### src/rtl/alif_pkg.sv
package alif_pkg;
  // Strobes the control half hands to the datapath every cycle.
  typedef struct packed {
    logic acceptIn;   // add the input word this cycle
    logic applyStep;  // apply leak, adaptation drag and decay this cycle
  } ctlStrobes_t;
endpackage

### src/rtl/alif_ctrl.sv
module alif_ctrl
  import alif_pkg::*;
#(
  parameter int REF_W = 6
) (
  input  logic             clk,
  input  logic             rstN,
  input  logic             inValid,
  input  logic             tick,
  input  logic             overThresh,
  input  logic [REF_W-1:0] cfgRefrac,
  output ctlStrobes_t      strobes,
  output logic             fireNow,
  output logic             refBusy,
  output logic             spikeQ
);
  logic [REF_W-1:0] refCnt;

  assign refBusy           = (refCnt != '0);
  assign strobes.acceptIn  = inValid && !refBusy;
  assign strobes.applyStep = tick;
  assign fireNow           = tick && !refBusy && overThresh;

  always_ff @(posedge clk) begin
    if (!rstN) begin
      refCnt <= '0;
      spikeQ <= 1'b0;
    end else begin
      spikeQ <= fireNow;
      if (fireNow)
        refCnt <= cfgRefrac;
      else if (tick && refBusy)
        refCnt <= refCnt - 1'b1;
    end
  end

  AST_REFRAC_NO_SPIKE: assert property (@(posedge clk) disable iff (!rstN)
    refBusy |=> !spikeQ);

endmodule

### src/rtl/alif_datapath.sv
module alif_datapath
  import alif_pkg::*;
#(
  parameter int MEM_W   = 16,
  parameter int IN_W    = 12,
  parameter int ADAPT_W = 12,
  parameter int SHIFT_W = 4
) (
  input  logic                   clk,
  input  logic                   rstN,
  input  ctlStrobes_t            strobes,
  input  logic                   fireNow,
  input  logic                   inValid,
  input  logic                   tick,
  input  logic signed [IN_W-1:0] inCurrent,
  input  logic [MEM_W-1:0]       cfgLeak,
  input  logic [MEM_W-1:0]       cfgThresh,
  input  logic [ADAPT_W-1:0]     cfgAdaptInc,
  input  logic [SHIFT_W-1:0]     cfgAdaptShift,
  output logic                   overThresh,
  output logic [MEM_W-1:0]       memQ
);
  localparam int SUM_W = MEM_W + 3;
  localparam logic [MEM_W-1:0] MEM_MAX = {MEM_W{1'b1}};
  localparam logic signed [SUM_W-1:0] MEM_MAX_S = $signed({3'b000, MEM_MAX});

  logic [ADAPT_W-1:0]      adaptQ;
  logic [ADAPT_W-1:0]      adaptD;
  logic [ADAPT_W-1:0]      adaptDecayed;
  logic [ADAPT_W:0]        adaptSum;
  logic signed [SUM_W-1:0] rawSum;
  logic [MEM_W-1:0]        clamped;
  logic [MEM_W-1:0]        memD;

  // Membrane arithmetic: input first, then leak and adaptation drag.
  always_comb begin
    rawSum = $signed({{(SUM_W-MEM_W){1'b0}}, memQ});
    if (strobes.acceptIn)
      rawSum = rawSum + $signed({{(SUM_W-IN_W){inCurrent[IN_W-1]}}, inCurrent});
    if (strobes.applyStep)
      rawSum = rawSum
             - $signed({{(SUM_W-MEM_W){1'b0}}, cfgLeak})
             - $signed({{(SUM_W-ADAPT_W){1'b0}}, adaptQ});
  end

  always_comb begin
    if (rawSum < 0)
      clamped = '0;
    else if (rawSum > MEM_MAX_S)
      clamped = MEM_MAX;
    else
      clamped = rawSum[MEM_W-1:0];
  end

  assign overThresh = (clamped >= cfgThresh);
  assign memD       = fireNow ? '0 : clamped;

  // Adaptation level: decays every tick, grows on a firing.
  assign adaptDecayed = adaptQ >> cfgAdaptShift;
  assign adaptSum     = {1'b0, adaptDecayed} + {1'b0, cfgAdaptInc};

  always_comb begin
    adaptD = adaptQ;
    if (strobes.applyStep) begin
      if (fireNow)
        adaptD = adaptSum[ADAPT_W] ? {ADAPT_W{1'b1}} : adaptSum[ADAPT_W-1:0];
      else
        adaptD = adaptDecayed;
    end
  end

  always_ff @(posedge clk) begin
    if (!rstN) begin
      memQ   <= '0;
      adaptQ <= '0;
    end else begin
      memQ   <= memD;
      adaptQ <= adaptD;
    end
  end

  AST_IDLE_STABLE: assert property (@(posedge clk) disable iff (!rstN)
    (!inValid && !tick) |=> $stable(memQ));

  AST_ADAPT_STEP: assert property (@(posedge clk) disable iff (!rstN)
    fireNow |=> (adaptQ >= $past(cfgAdaptInc)));

endmodule

### src/rtl/alif_neuron.sv
module alif_neuron
  import alif_pkg::*;
#(
  parameter int MEM_W   = 16,
  parameter int IN_W    = 12,
  parameter int ADAPT_W = 12,
  parameter int REF_W   = 6,
  parameter int SHIFT_W = 4
) (
  input  logic                   clk,
  input  logic                   rstN,
  input  logic                   inValid,
  input  logic signed [IN_W-1:0] inCurrent,
  input  logic                   tick,
  input  logic [MEM_W-1:0]       cfgLeak,
  input  logic [MEM_W-1:0]       cfgThresh,
  input  logic [REF_W-1:0]       cfgRefrac,
  input  logic [ADAPT_W-1:0]     cfgAdaptInc,
  input  logic [SHIFT_W-1:0]     cfgAdaptShift,
  output logic                   spike,
  output logic [MEM_W-1:0]       membrane
);
  ctlStrobes_t strobes;
  logic        fireNow;
  logic        overThresh;
  logic        refBusy;

  alif_ctrl #(.REF_W(REF_W)) uCtrl (
    .clk        (clk),
    .rstN       (rstN),
    .inValid    (inValid),
    .tick       (tick),
    .overThresh (overThresh),
    .cfgRefrac  (cfgRefrac),
    .strobes    (strobes),
    .fireNow    (fireNow),
    .refBusy    (refBusy),
    .spikeQ     (spike)
  );

  alif_datapath #(
    .MEM_W(MEM_W), .IN_W(IN_W), .ADAPT_W(ADAPT_W), .SHIFT_W(SHIFT_W)
  ) uDp (
    .clk           (clk),
    .rstN          (rstN),
    .strobes       (strobes),
    .fireNow       (fireNow),
    .inValid       (inValid),
    .tick          (tick),
    .inCurrent     (inCurrent),
    .cfgLeak       (cfgLeak),
    .cfgThresh     (cfgThresh),
    .cfgAdaptInc   (cfgAdaptInc),
    .cfgAdaptShift (cfgAdaptShift),
    .overThresh    (overThresh),
    .memQ          (membrane)
  );

  AST_SPIKE_AFTER_TICK: assert property (@(posedge clk) disable iff (!rstN)
    spike |-> $past(tick));

  AST_SPIKE_CLEARS_MEM: assert property (@(posedge clk) disable iff (!rstN)
    spike |-> (membrane == '0));

  AST_REFRAC_HOLDS_REST: assert property (@(posedge clk) disable iff (!rstN)
    refBusy |=> (membrane == '0));

endmodule

### config.mk
export PLATFORM = sky130hd
export DESIGN_NAME = alif_neuron
export DESIGN_NICKNAME = d
export VERILOG_FILES = /design/src/rtl/alif_pkg.sv /design/src/rtl/alif_ctrl.sv /design/src/rtl/alif_datapath.sv /design/src/rtl/alif_neuron.sv
export SDC_FILE = /design/constraint.sdc
export NUM_CORES = 1
export LEC_CHECK = 0
export ABC_AREA = 1
export BUFFER_PORTS_ARGS = -buffer_cell sky130_fd_sc_hd__clkbuf_2
export CAP_MARGIN = 40
export CORE_MARGIN = 4
export CORE_UTILIZATION = 40
export CTS_BUF_LIST = sky130_fd_sc_hd__clkbuf_2 sky130_fd_sc_hd__clkbuf_4 sky130_fd_sc_hd__clkbuf_8
export CTS_CLUSTER_SIZE = 8
export DETAILED_ROUTE_END_ITERATION = 16
export GPL_TIMING_DRIVEN = 0
export PLACE_DENSITY_LB_ADDON = 0.08
export RECOVER_POWER = 25
export REMOVE_ABC_BUFFERS = 1
export SKIP_CTS_REPAIR_TIMING = 1
export SYNTH_ARGS = -nofsm -noshare
export SYNTH_HDL_FRONTEND = slang
export SYNTH_SLANG_ARGS = --single-unit
### constraint.sdc
create_clock -name clk -period 7.5 [get_ports clk]
set_input_delay 1.5 -clock clk [delete_from_list [all_inputs] [get_ports clk]]
set_output_delay 1.5 -clock clk [all_outputs]
set_load 0.01 [all_outputs]
**Yosys cells after proc, flatten, opt, wreduce, memory -nomap -nowiden**

Index checks and enable logic that the tools add are counted.

- Bits in registers: 35
- Input port bits: 70
- Word-level logic and storage cells: 30

- $add $sub $neg: 5
- Order comparisons: 3
- Shift-type cells: 1
- Multiplexer cells: 8
- Bitwise operators: 1
- Reduce and logical (&&, ||, !) cells: 8

Operator list:

| kind | count |
|---|---|
| $mux W19 | 2 |
| $mux W16 | 2 |
| $mux W12 | 2 |
| $gt A19 B17 Y1 const B | 1 |
| $lt A19 B1 Y1 const B | 1 |
| $sub A19 B13 Y19 | 1 |
| $sub A19 B17 Y19 | 1 |
| $add A17 B12 Y18 | 1 |
| $ge A16 B16 Y1 | 1 |
| $add A12 B12 Y13 | 1 |
| $mux W6 | 2 |
| $shr A12 B4 Y12 | 1 |
| $reduce_bool A6 Y1 | 1 |
| $sub A6 B1 Y6 const B | 1 |
| $logic_and A1 B1 Y1 | 4 |
| $reduce_bool A2 Y1 | 1 |
| $reduce_or A2 Y1 | 1 |
| $logic_not A1 Y1 | 1 |
| $not A1 Y1 | 1 |

**Depth between registers and ports, before layout**

Gate-level depths: netlist of run 1.

- Depth after elaboration: 13
- Depth in mapped cells: 40
- Depth with buffers taken out: 38

**By module**

Synthesis of run 1 repeated with hierarchy kept, for this count alone.

- Cells, all modules: 1018
- Area total of the unflattened synthesis: 5947.0 sq um

Modules (own cells, without submodules):

| module | instances | cells an instance | area an instance (sq um) |
|---|---|---|---|
| alif_datapath | 1 | 943 | 5441.5 |
| alif_ctrl | 1 | 75 | 505.5 |

**Worst setup path before layout of run 1**

No wires, ideal clock.

- Kind: in2reg
- Start: input inCurrent[0]
- End: register uDp.memQ[0]
- Setup time: 117 ps
- Arrival: 6452 ps
- Slack: 931 ps
- Stages: 38
- Path buffers: 3
- Cells stage by stage: ha_1 -> inv_1 -> fa_1 -> nand3b_1 -> nand2_1 -> inv_1 -> o21ai_0 -> nor2_1 -> o21ai_0 -> o21ai_0 -> fa_1 -> inv_1 -> ha_1 -> nand2_1 -> inv_1 -> a21oi_1 -> nand2_1 -> nand3_1 -> [... 2 more ...] -> nand2_2 -> nor2_4 -> buf_6 -> nand2_1 -> nand2_1 -> inv_1 -> ha_1 -> nand2_1 -> inv_1 -> nand3_1 -> nor3_1 -> nand2_1 -> nand3_2 -> nand2_1 -> buf_2 -> nand2_1 -> buf_2 -> nor2_1

- Word-level cells in the longest chain between the ends: 11
- Elaborated cells on any way between the ends: 12

Ends and longest elaborated chain:

| element | line | RTL |
|---|---|---|
| start, declared | alif_neuron.sv:13 | `input logic signed [IN_W-1:0] inCurrent,` |
| $add A17 B12 Y18 * | alif_datapath.sv:39 | `rawSum = rawSum + $signed({{(SUM_W-IN_W){inCurrent[IN_W-1]}}, inCurrent});` |
| $mux W19 * | alif_datapath.sv:38 | `if (strobes.acceptIn)` |
| $sub A19 B17 Y19 | alif_datapath.sv:42 | `- $signed({{(SUM_W-MEM_W){1'b0}}, cfgLeak})` |
| $sub A19 B13 Y19 | alif_datapath.sv:43 | `- $signed({{(SUM_W-ADAPT_W){1'b0}}, adaptQ});` |
| $mux W19 * | alif_datapath.sv:40 | `if (strobes.applyStep)` |
| $gt A19 B17 Y1 | alif_datapath.sv:49 | `else if (rawSum > MEM_MAX_S)` |
| $mux W16 | alif_datapath.sv:49 |  |
| $mux W16 * | alif_datapath.sv:47 | `if (rawSum < 0)` |
| net uDp.clamped[15] | alif_datapath.sv:32 | `logic [MEM_W-1:0] clamped;` |
| $ge A16 B16 Y1 * | alif_datapath.sv:55 | `assign overThresh = (clamped >= cfgThresh);` |
| $logic_and A1 B1 Y1 * | alif_ctrl.sv:22 | `assign fireNow = tick && !refBusy && overThresh;` |
| $reduce_or A2 Y1 (no source line) * | n/a |  |
| end signal, assigned | alif_datapath.sv:77 | `memQ <= memD;` |
| end, declared | alif_datapath.sv:21 | `output logic [MEM_W-1:0] memQ` |

The timed path passes the listed nets; every way through them passes the cells marked *.
A chain may end at the register's enable or synchronous reset.

**Final worst setup path of run 1**

- Start: input inCurrent[0]
- End: register uCtrl.refCnt[5]

- Word-level cells in the longest chain between the ends: 11
- Elaborated cells on any way between the ends: 13

Ends and longest elaborated chain:

| element | line | RTL |
|---|---|---|
| $add A17 B12 Y18 * | alif_datapath.sv:39 |  |
| $mux W19 * | alif_datapath.sv:38 |  |
| $sub A19 B17 Y19 | alif_datapath.sv:42 |  |
| $sub A19 B13 Y19 | alif_datapath.sv:43 |  |
| $mux W19 * | alif_datapath.sv:40 |  |
| $gt A19 B17 Y1 | alif_datapath.sv:49 |  |
| $mux W16 | alif_datapath.sv:49 |  |
| $mux W16 * | alif_datapath.sv:47 |  |
| net uDp.clamped[1] | alif_datapath.sv:32 |  |
| $ge A16 B16 Y1 * | alif_datapath.sv:55 |  |
| $logic_and A1 B1 Y1 * | alif_ctrl.sv:22 |  |
| $mux W6 or $reduce_bool A2 Y1 (tied branches) | n/a |  |
| end signal, assigned | alif_ctrl.sv:31 | `refCnt <= cfgRefrac;` |
| end signal, assigned | alif_ctrl.sv:33 | `refCnt <= refCnt - 1'b1;` |
| end, declared | alif_ctrl.sv:17 | `logic [REF_W-1:0] refCnt;` |

Marks and branches as above.

==> results.py, run 1 <==
metrics = {
    "sta": {
        "slew_viol_final": 0,
        "worst_slack_ns": 0.555,
        "fin_skew_ns": 0.0190,
        "fin_crit_ns": 6.95,
        "max_freq_ghz": 0.144,
        "worstMarginPinSlew_ns": 0.653,
        "hold_slack_ns": 0.470,
        "timing.setup.tns_ns": 0,
        "max-slew-margin-rel": 0.564,
        "hold_violations": 0,
        "finalSetupViolations": 0,
        "finalCritPeriodShare": 0.926,
    },
    "min_path": {
        "min_path_cells": 2,
        "hold_class": "flip-flop to flip-flop",
    },
    "critical_path": {
        "critical_path_class": "input port to flip-flop",
        "cp-start-kind": "input port",
        "crit_path_top_delay_cell": "fa_1",
        "crit_path_end_kind": "flip-flop",
        "crit_fanout": 20,
        "crit_top_cell": "inv_1",
        "arrival_ns": 7.18,
        "r2r_cells": 32,
        "slowest_delay_ns": 0.52,
        "cp.required_ns": 7.73,
    },
    "die": {
        "dieArea_sq_mm": 0.0158,
        "core_area_sq_mm": 0.0134,
        "die_w_um": 126,
        "die_h_um": 126,
        "io_pins": 87,
        "initial_core_util": 0.413,
        "rows": 42,
    },
    "synth": {
        "syn_area_sq_mm": 0.00553,
        "avgSynthCellArea_sq_um": 5.96,
        "synthAdderAreaFrac": 0.204,
        "synth_top_area_cell": "nand2_1",
        "yosysWarnings": 0,
        "synthCells": 928,
        "ys.flop_type": "dfxtp_1",
        "synth_mux_area_frac": 0.00543,
        "synthDistinctLibCells": 43,
        "synth.area.top_cells": "nand2_1, ha_1, dfxtp_1",
        "synth_compound_area_frac": 0.167,
        "synth_simple_gate_area_frac": 0.347,
        "ys_ff_latch": 35,
        "synth_top_area_frac": 0.168,
        "ys_seq_area_frac": 0.127,
        "ys_top_cells_by_count": "nand2_1, inv_1, nor2_1",
        "synth_most_common_cell": "nand2_1",
        "synth_xor_xnor_area_share": 0.0348,
        "synth_edf_count": 0,
        "async_flop_share": 0,
        "synth_top_family_by_area": "simple AND/OR/NAND/NOR gates",
    },
    "cells_and_area": {
        "area_delta_synth_final_pct": 13.8,
        "antenna_cells": 0,
        "fin_util": 0.470,
        "drive_gt1_frac": 0.116,
        "nets": 1155,
        "seqCellArea_sq_um": 701,
        "fin_area_sq_mm": 0.00629,
        "multi_input_area_sq_mm": 0.00427,
        "fill_cells": 1539,
    },
    "placement": {
        "place_ws_ns": -1.04,
        "place_area_sq_mm": 0.00608,
        "place_congestion": 0.905,
        "dp_hpwl_um": 13500,
        "portBuffers": 86,
    },
    "clocking": {
        "numCtsBuffers": 5,
        "cts.sinks": 35,
        "cts_tree": "yes",
        "clockBufferDepth": 2,
        "clk_pin_slew_ns": 0.10,
        "clock_latency_ns": 0.33,
        "cts-root-buf": "clkbuf_8",
        "htreeDepth": 2,
    },
    "drt": {
        "ant_nets": 0,
        "wl_um": 16200,
        "firstDrtPassIters": 5,
        "vias_per_cell": 5.03,
        "drt_iter0_markers": 355,
        "drcViolationCount": 0,
        "vias": 5932,
        "wl_per_cell_um": 13.7,
    },
    "grt": {
        "grtUsageMet1": 0.260,
        "grt-ovfl-total": 0,
        "met3_usage": 0.0318,
        "top_usage_layer": "met2",
        "antenna_found_initial": 0,
        "grt_pass1_vias": 5795,
        "grt_first_pass_wirelength_um": 27300,
        "grt_max_degree": 38,
        "track_usage": 0.207,
        "use_met2": 0.363,
    },
    "power": {
        "powerDensity_mw_per_mm2": 477,
        "p_leak_nw": 3.37,
        "worst_ir_drop_vdd_uv": 186,
    },
    "run_status": {
        "status": "finished clean",
    },
    "run": {
        "cap_violations": 0,
    },
}
[worst max-delay path, delay by kind of cell]
kind,cells,cell delay (ns)
adder cells (fa/ha/maj),5,1.77
AO/OA/AOI/OAI,9,1.24
buffers and inverters,9,0.78
AND/OR/NAND/NOR,16,1.85
[layout by cell type, fill, tap and decap left out, types with 3 or more instances in the layout]
| cell type | count |
|---|---|
| inv_1 | 137 |
| nand3b_1 | 9 |
| o21ai_0 | 73 |
| fa_1 | 14 |
| o21ai_2 | 3 |
| buf_4 | 6 |
| clkbuf_2 | 73 |
| o211ai_1 | 4 |
| or2_2 | 4 |
| nand3_1 | 65 |
| xor2_1 | 16 |
| nor3_1 | 7 |
| xnor2_1 | 6 |
| o21ai_1 | 5 |
| a21oi_1 | 75 |
| ha_1 | 66 |
| clkbuf_8 | 5 |
| nand2_1 | 244 |
| nand4_1 | 17 |
| clkbuf_1 | 13 |
| nand2_2 | 3 |
| a21o_1 | 3 |
| mux2i_1 | 3 |
| nor2_1 | 80 |
| dfxtp_1 | 35 |
[sequential cells by signal, indices dropped and copies added, names as in the netlist]
signal / count
uDp.adaptQ: 12
uCtrl.spikeQ: 1
uCtrl.refCnt: 6
uDp.memQ: 16
[kinds of logic (layout without fill, tap and decap cells)]
family | after synthesis | in the layout
adders and majority gates | 82 | 82
and+or+nand+nor | 446 | 446
buffers and inverters | 165 | 241
xor gates and xnor gates | 22 | 22
AOI/OAI and AO/OA | 175 | 175
muxes | 3 | 3
DFF | 35 | 35
[report_power, final]
group	total (mW)	internal, mW	switching (mW)
clock network	0.200	0.101	0.0988
registers	0.310	0.253	0.0566
logic	2.50	0.914	1.58
[worst paths after layout]
kind	startpoint	to	slack (ns)
max	inCurrent[0]	uCtrl.refCnt[5]	0.55
min	uDp.adaptQ[11]	uDp.adaptQ[11]	0.47
max reg2reg	uCtrl.refCnt[0]	uCtrl.refCnt[5]	1.20
min reg2reg	uDp.adaptQ[11]	uDp.adaptQ[11]	0.47
[stage by stage]
stage	std cells	power, mW
final	1180	3.01
after global routing	1180	3.44
after CTS	1174	2.91
after detailed placement	1166	2.69
after global placement	1166	2.68
after floorplan	904	2.09
[layer usage]
metal,part of all wire,wire (um)
met1,0.46,7380
met2,0.48,7800
met3,0.035,565
met4,0.026,425
met5,0,0
[layout make-up]
cell class	count	share of cell area
repair buffers	92	0.0729
clock buffers	5	0.0109
clock inverters	3	0.00755
inverters	141	0.0845
multi-input cells	728	0.678
well taps	176	0.0350
flip-flops and latches	35	0.111
(Power assumes the default switching activity.)
==> inputs of run 2 (changes only) <==
--- a/config.mk
+++ b/config.mk
@@ -8,6 +8,7 @@
 export ABC_AREA = 1
 export BUFFER_PORTS_ARGS = -buffer_cell sky130_fd_sc_hd__clkbuf_2
 export CAP_MARGIN = 40
+export CORE_ASPECT_RATIO = 0.5
 export CORE_MARGIN = 4
 export CORE_UTILIZATION = 40
 export CTS_BUF_LIST = sky130_fd_sc_hd__clkbuf_2 sky130_fd_sc_hd__clkbuf_4 sky130_fd_sc_hd__clkbuf_8
==> run 2 against run 1 <==
Cell area fell by 0.16%; register-to-register slack barely moved; final cell count rose by 1.1%; die area rose by 0.73%; sequential cell count did not move; sequential share of layout area barely moved; first-iteration DRC count fell by 5.4%; non-clock buffer count fell by 3.
==> results.py, run 2 (same netlist as run 1, synthesis figures left out) <==
metrics = {
    "run_status": {
        "status": "finished clean",
    },
    "clocking": {
        "clk_pin_slew_ns": 0.09,
        "clock_latency_ns": 0.31,
        "numCtsBuffers": 5,
        "cts-root-buf": "clkbuf_8",
        "cts.sinks": 35,
        "clockBufferDepth": 2,
        "htreeDepth": 2,
        "cts_tree": "yes",
    },
    "cells_and_area": {
        "drive_gt1_frac": 0.111,
        "layout_common_cells": "nand2_1, inv_1, nor2_1, a21oi_1, o21ai_0",
        "seqCellArea_sq_um": 701,
        "reg_top3": "uDp.memQ x16, uDp.adaptQ x12, uCtrl.refCnt x6",
        "antenna_cells": 0,
        "mostFrequentLayoutCell": "nand2_1",
        "fill_cells": 1492,
        "largest_register_ffs": 16,
        "fin_util": 0.464,
        "nets": 1152,
        "area_delta_synth_final_pct": 13.6,
        "top_register": "uDp.memQ",
        "multi_input_area_sq_mm": 0.00425,
    },
    "power": {
        "p_total_mw": 2.99,
        "pwr-share-clk": 0.064,
        "swShare": 0.579,
        "worst_ir_drop_vdd_uv": 138,
        "p_comb_frac": 0.831,
        "p_leak_nw": 3.36,
        "seqPwrFrac": 0.105,
        "internal-power_mw": 1.26,
        "powerDensity_mw_per_mm2": 475,
        "power.switching_mw": 1.73,
    },
    "grt": {
        "grt_max_degree": 38,
        "top_usage_layer": "met2",
        "grt-ovfl-total": 0,
        "antenna_found_initial": 0,
        "track_usage": 0.199,
        "met3_usage": 0.0312,
        "grtUsageMet1": 0.294,
        "grt_pass1_vias": 5510,
        "use_met2": 0.308,
        "grt_first_pass_wirelength_um": 26400,
    },
    "drt": {
        "ant_nets": 0,
        "vias": 5962,
        "firstDrtPassIters": 4,
        "drcViolationCount": 0,
        "wl_um": 16200,
        "wl_per_cell_um": 13.6,
        "drt_iter0_markers": 336,
        "vias_per_cell": 5.00,
    },
    "sta": {
        "slew_viol_final": 0,
        "timing.setup.tns_ns": 0,
        "hold_violations": 0,
        "finalCritPeriodShare": 0.955,
        "max-slew-margin-rel": 0.577,
        "max_freq_ghz": 0.140,
        "fin_skew_ns": 0.00892,
        "hold_slack_ns": 0.467,
        "worstMarginPinSlew_ns": 0.634,
        "rsz0062_at_grt": "no",
        "fin_crit_ns": 7.16,
        "finalSetupViolations": 0,
    },
    "critical_path": {
        "arrival_ns": 7.34,
        "critical_path_class": "input port to flip-flop",
        "cp-start-kind": "input port",
        "crit_path_end_kind": "flip-flop",
        "cp.required_ns": 7.68,
        "slowest_delay_ns": 0.49,
        "crit_fanout": 20,
        "crit_path_top_delay_cell": "fa_1",
        "crit_top_cell": "nand2_1",
    },
    "run": {
        "cap_violations": 0,
    },
    "placement": {
        "place_congestion": 0.943,
        "dp_hpwl_um": 13600,
        "portBuffers": 86,
    },
    "min_path": {
        "hold_class": "flip-flop to flip-flop",
    },
    "die": {
        "die_h_um": 91.2,
        "initial_core_util": 0.408,
        "io_pins": 87,
        "core_area_sq_mm": 0.0136,
        "dieArea_sq_mm": 0.0159,
        "rows": 30,
        "die_w_um": 174,
    },
}
-- run 2: path summary, 6_finish.rpt --
kind | slack, ns | cells past startpoint | to | start
worst max register to register | 1.21 | 35 | uDp.adaptQ[7] | uDp.memQ[0]
worst max-delay path | 0.34 | 36 | uDp.adaptQ[7] | inCurrent[0]
worst min-delay path | 0.47 | 2 | uDp.adaptQ[9] | uDp.adaptQ[9]
worst min register to register | 0.47 | 2 | uDp.adaptQ[9] | uDp.adaptQ[9]
-- run 2: stage by stage --
| stage | area [sq um] | setup slack [ns] | instances |
|---|---|---|---|
| 4_1_cts | 6210 | -0.712 | 1190 |
| 6_report | 6280 | 0.338 | 1193 |
| 3_5_place_dp | 6100 | -0.999 | 1182 |
| 3_3_place_gp | 6100 | -0.954 | 1182 |
| 2_1_floorplan | 5430 | 0.627 | 904 |
| 5_1_grt | 6280 | 0.0145 | 1193 |
-- run 2: area by class of cell --
type                            instances  area share
Multi-Input combinational cell        728       0.676
Clock inverter                          3     0.00757
Tap cell                              192      0.0382
Timing Repair Buffer                   89      0.0715
Inverter                              141      0.0842
Sequential cell                        35       0.111
Clock buffer                            5      0.0109
-- run 2: layer usage --
metal / part of all wire / wire length [um]
met5: 0 / 0
met4: 0.012 / 195
met3: 0.044 / 712
met2: 0.41 / 6720
met1: 0.53 / 8590
-- run 2: critical path, delay by kind of cell --
kind,cells,cell delay [ns]
buffers and inverters,5,0.40
adder cells (fa/ha/maj),5,1.76
AND/OR/NAND/NOR,21,2.42
AO/OA/AOI/OAI,5,1.24
-- run 2: power by group through the flow --
| stage | clock network (mW) | logic [mW] | registers [mW] |
|---|---|---|---|
| 3_5_place_dp | 0 | 2.36 | 0.317 |
| 4_1_cts | 0.195 | 2.38 | 0.313 |
| 6_report | 0.191 | 2.48 | 0.313 |
| 5_1_grt | 0.203 | 2.85 | 0.323 |
| 2_1_floorplan | 0 | 1.78 | 0.314 |
| 3_3_place_gp | 0 | 2.35 | 0.317 |
==> inputs of run 3 (changes only) <==
--- a/config.mk
+++ b/config.mk
@@ -5,7 +5,6 @@
 export SDC_FILE = /design/constraint.sdc
 export NUM_CORES = 1
 export LEC_CHECK = 0
-export ABC_AREA = 1
 export BUFFER_PORTS_ARGS = -buffer_cell sky130_fd_sc_hd__clkbuf_2
 export CAP_MARGIN = 40
 export CORE_ASPECT_RATIO = 0.5
@@ -17,7 +16,6 @@
 export GPL_TIMING_DRIVEN = 0
 export PLACE_DENSITY_LB_ADDON = 0.08
 export RECOVER_POWER = 25
-export REMOVE_ABC_BUFFERS = 1
 export SKIP_CTS_REPAIR_TIMING = 1
 export SYNTH_ARGS = -nofsm -noshare
 export SYNTH_HDL_FRONTEND = slang
==> run 3 against run 2 <==
Register-to-register slack worse by 0.20 ns; global-route usage increased by 0.82 points; synthesized cell count shrank 21%; die area fell by 2.7%; via count is 6.2% lower; critical path depth decreased by 7; final cell count shrank 15%; largest cell class unchanged.
==> results.py, run 3 <==
metrics = {
    "run_status": {
        "status": "finished clean",
    },
    "sta": {
        "finalSetupViolations": 0,
        "max_freq_ghz": 0.136,
        "finalCritPeriodShare": 0.981,
        "worstMarginPinSlew_ns": 0.798,
        "max-slew-margin-rel": 0.468,
        "fin_skew_ns": 0.0113,
        "timing.setup.tns_ns": 0,
        "hold_violations": 0,
        "slew_viol_final": 0,
        "hold_slack_ns": 0.495,
        "fin_crit_ns": 7.36,
        "worst_slack_ns": 0.140,
    },
    "drt": {
        "drt_iter0_markers": 405,
        "ant_nets": 0,
        "drcViolationCount": 0,
        "vias": 5593,
        "vias_per_cell": 5.54,
        "firstDrtPassIters": 5,
        "wl_per_cell_um": 17.2,
        "wl_um": 17300,
    },
    "placement": {
        "place_ws_ns": -1.83,
        "dp_hpwl_um": 13400,
        "portBuffers": 82,
        "place_congestion": 0.880,
    },
    "cells_and_area": {
        "layout_common_cells": "clkbuf_2, a21oi_1, inv_1",
        "nets": 990,
        "reg_top3": "uDp.memQ x16, uDp.adaptQ x12, uCtrl.refCnt x6",
        "largest_register_ffs": 16,
        "seqCellArea_sq_um": 701,
        "multi_input_area_sq_mm": 0.00476,
        "fill_cells": 1277,
        "antenna_cells": 0,
        "drive_gt1_frac": 0.253,
        "top_register": "uDp.memQ",
        "area_delta_synth_final_pct": 27.6,
        "mostFrequentLayoutCell": "clkbuf_2",
    },
    "die": {
        "initial_core_util": 0.416,
        "rows": 29,
        "io_pins": 87,
        "core_area_sq_mm": 0.0129,
        "die_h_um": 90.0,
        "die_w_um": 172,
        "dieArea_sq_mm": 0.0155,
    },
    "grt": {
        "grt-ovfl-total": 0,
        "grt_max_degree": 12,
        "grt_pass1_vias": 5153,
        "antenna_found_initial": 0,
        "grt_first_pass_wirelength_um": 26300,
        "track_usage": 0.207,
    },
    "critical_path": {
        "crit_path_end_kind": "flip-flop",
        "cp-start-kind": "input port",
        "critPathBufInv": 4,
        "cp.required_ns": 7.70,
        "slowest_delay_ns": 0.58,
        "crit_top_cell": "a211oi_2",
        "crit_fanout": 9,
        "critPathTopFamily": "compound AO/OA/AOI/OAI gates",
        "arrival_ns": 7.56,
        "crit_path_top_delay_cell": "or4_4",
        "critical_path_class": "input port to flip-flop",
    },
    "run": {
        "cap_violations": 0,
    },
    "synth": {
        "ys_seq_area_frac": 0.130,
        "synthCells": 729,
        "synth_top_area_frac": 0.158,
        "yosysWarnings": 0,
        "ys_top_cells_by_count": "a21oi_1, ha_1, inv_1",
        "async_flop_share": 0,
        "syn_area_sq_mm": 0.00537,
        "synth.area.top_cells": "ha_1, dfxtp_1, a21oi_1",
        "synth_edf_count": 0,
        "syn-num-nets": 881,
        "ys_ff_latch": 35,
        "synthDistinctLibCells": 72,
        "synth_most_common_cell": "a21oi_1",
        "synth_top_area_cell": "ha_1",
        "avgSynthCellArea_sq_um": 7.37,
        "ys.flop_type": "dfxtp_1",
    },
    "clocking": {
        "numCtsBuffers": 5,
        "cts_tree": "yes",
        "clk_pin_slew_ns": 0.08,
        "clock_latency_ns": 0.30,
        "cts-root-buf": "clkbuf_8",
        "clockBufferDepth": 2,
        "htreeDepth": 2,
        "cts.sinks": 35,
    },
    "min_path": {
        "hold_class": "flip-flop to flip-flop",
    },
}
run 3: layout make-up:
type                    instances  area share
plain buffers                  29      0.0287
clock buffers                   6      0.0121
clock inverters                 2     0.00511
inverters                      71      0.0389
multi-input cells             591       0.694
flip-flops and latches         35       0.102
well taps                     170      0.0310
repair buffers                105      0.0876
run 3: path summary, 6_finish.rpt:
check | cells past startpoint | from | to | slack (ns)
max | 29 | inCurrent[8] | uDp.adaptQ[11] | 0.14
min | 2 | uCtrl.refCnt[1] | uCtrl.refCnt[1] | 0.50
max reg2reg | 24 | uCtrl.refCnt[2] | uDp.adaptQ[11] | 1.01
min reg2reg | 2 | uCtrl.refCnt[1] | uCtrl.refCnt[1] | 0.50
run 3: cells by family (layout without fill, tap and decap cells):
| group | Yosys count | count (layout) | synth area share |
|---|---|---|---|
| mux | 27 | 27 | 0.0533 |
| flops | 35 | 35 | 0.130 |
| simple gates | 207 | 207 | 0.187 |
| compound gates | 247 | 247 | 0.294 |
| fa+ha+maj | 82 | 82 | 0.211 |
| buf+inv | 103 | 213 | 0.0789 |
| xor+xnor | 28 | 28 | 0.0456 |
run 3: metrics by stage:
step                       util  std cells  area, sq um
after floorplan               -        729         5370
after global placement    0.464        981         6000
after detailed placement  0.465        982         6000
after CTS                 0.474        990         6120
after global routing      0.531       1009         6850
final                     0.531       1009         6850
run 3: layer usage:
metal  up-vias  share of wire  track usage
li1       2847              -            -
met1      2566           0.50        0.326
met2       170           0.43        0.308
met3        10          0.064       0.0276
met4         0         0.0063       0.0216
met5         -              0            0
run 3: worst register-to-register path, stage by stage, from the launching register on:
cell,delay [ns]
dfxtp_1,0.35
nor3_2,0.39
nand3_2,0.33
clkbuf_2,0.35
o21ai_1,0.39
fa_1,0.49
ha_1,0.38
a211oi_1,0.37
o21ai_2,0.18
a22oi_2,0.24
a21oi_1,0.12
a211oi_2,0.23
a211o_1,0.15
buf_6,0.14
buf_2,0.25
a21oi_1,0.08
ha_1,0.32
nand4_1,0.25
nor3_4,0.24
nand3_1,0.13
a211o_4,0.37
nand2_8,0.11
nor2_2,0.10
a22o_1,0.23
a22o_1,0.22
Power of run 3 is not shown: default switching activity piles up to over one toggle a cycle in this logic, so the estimate is an artifact.
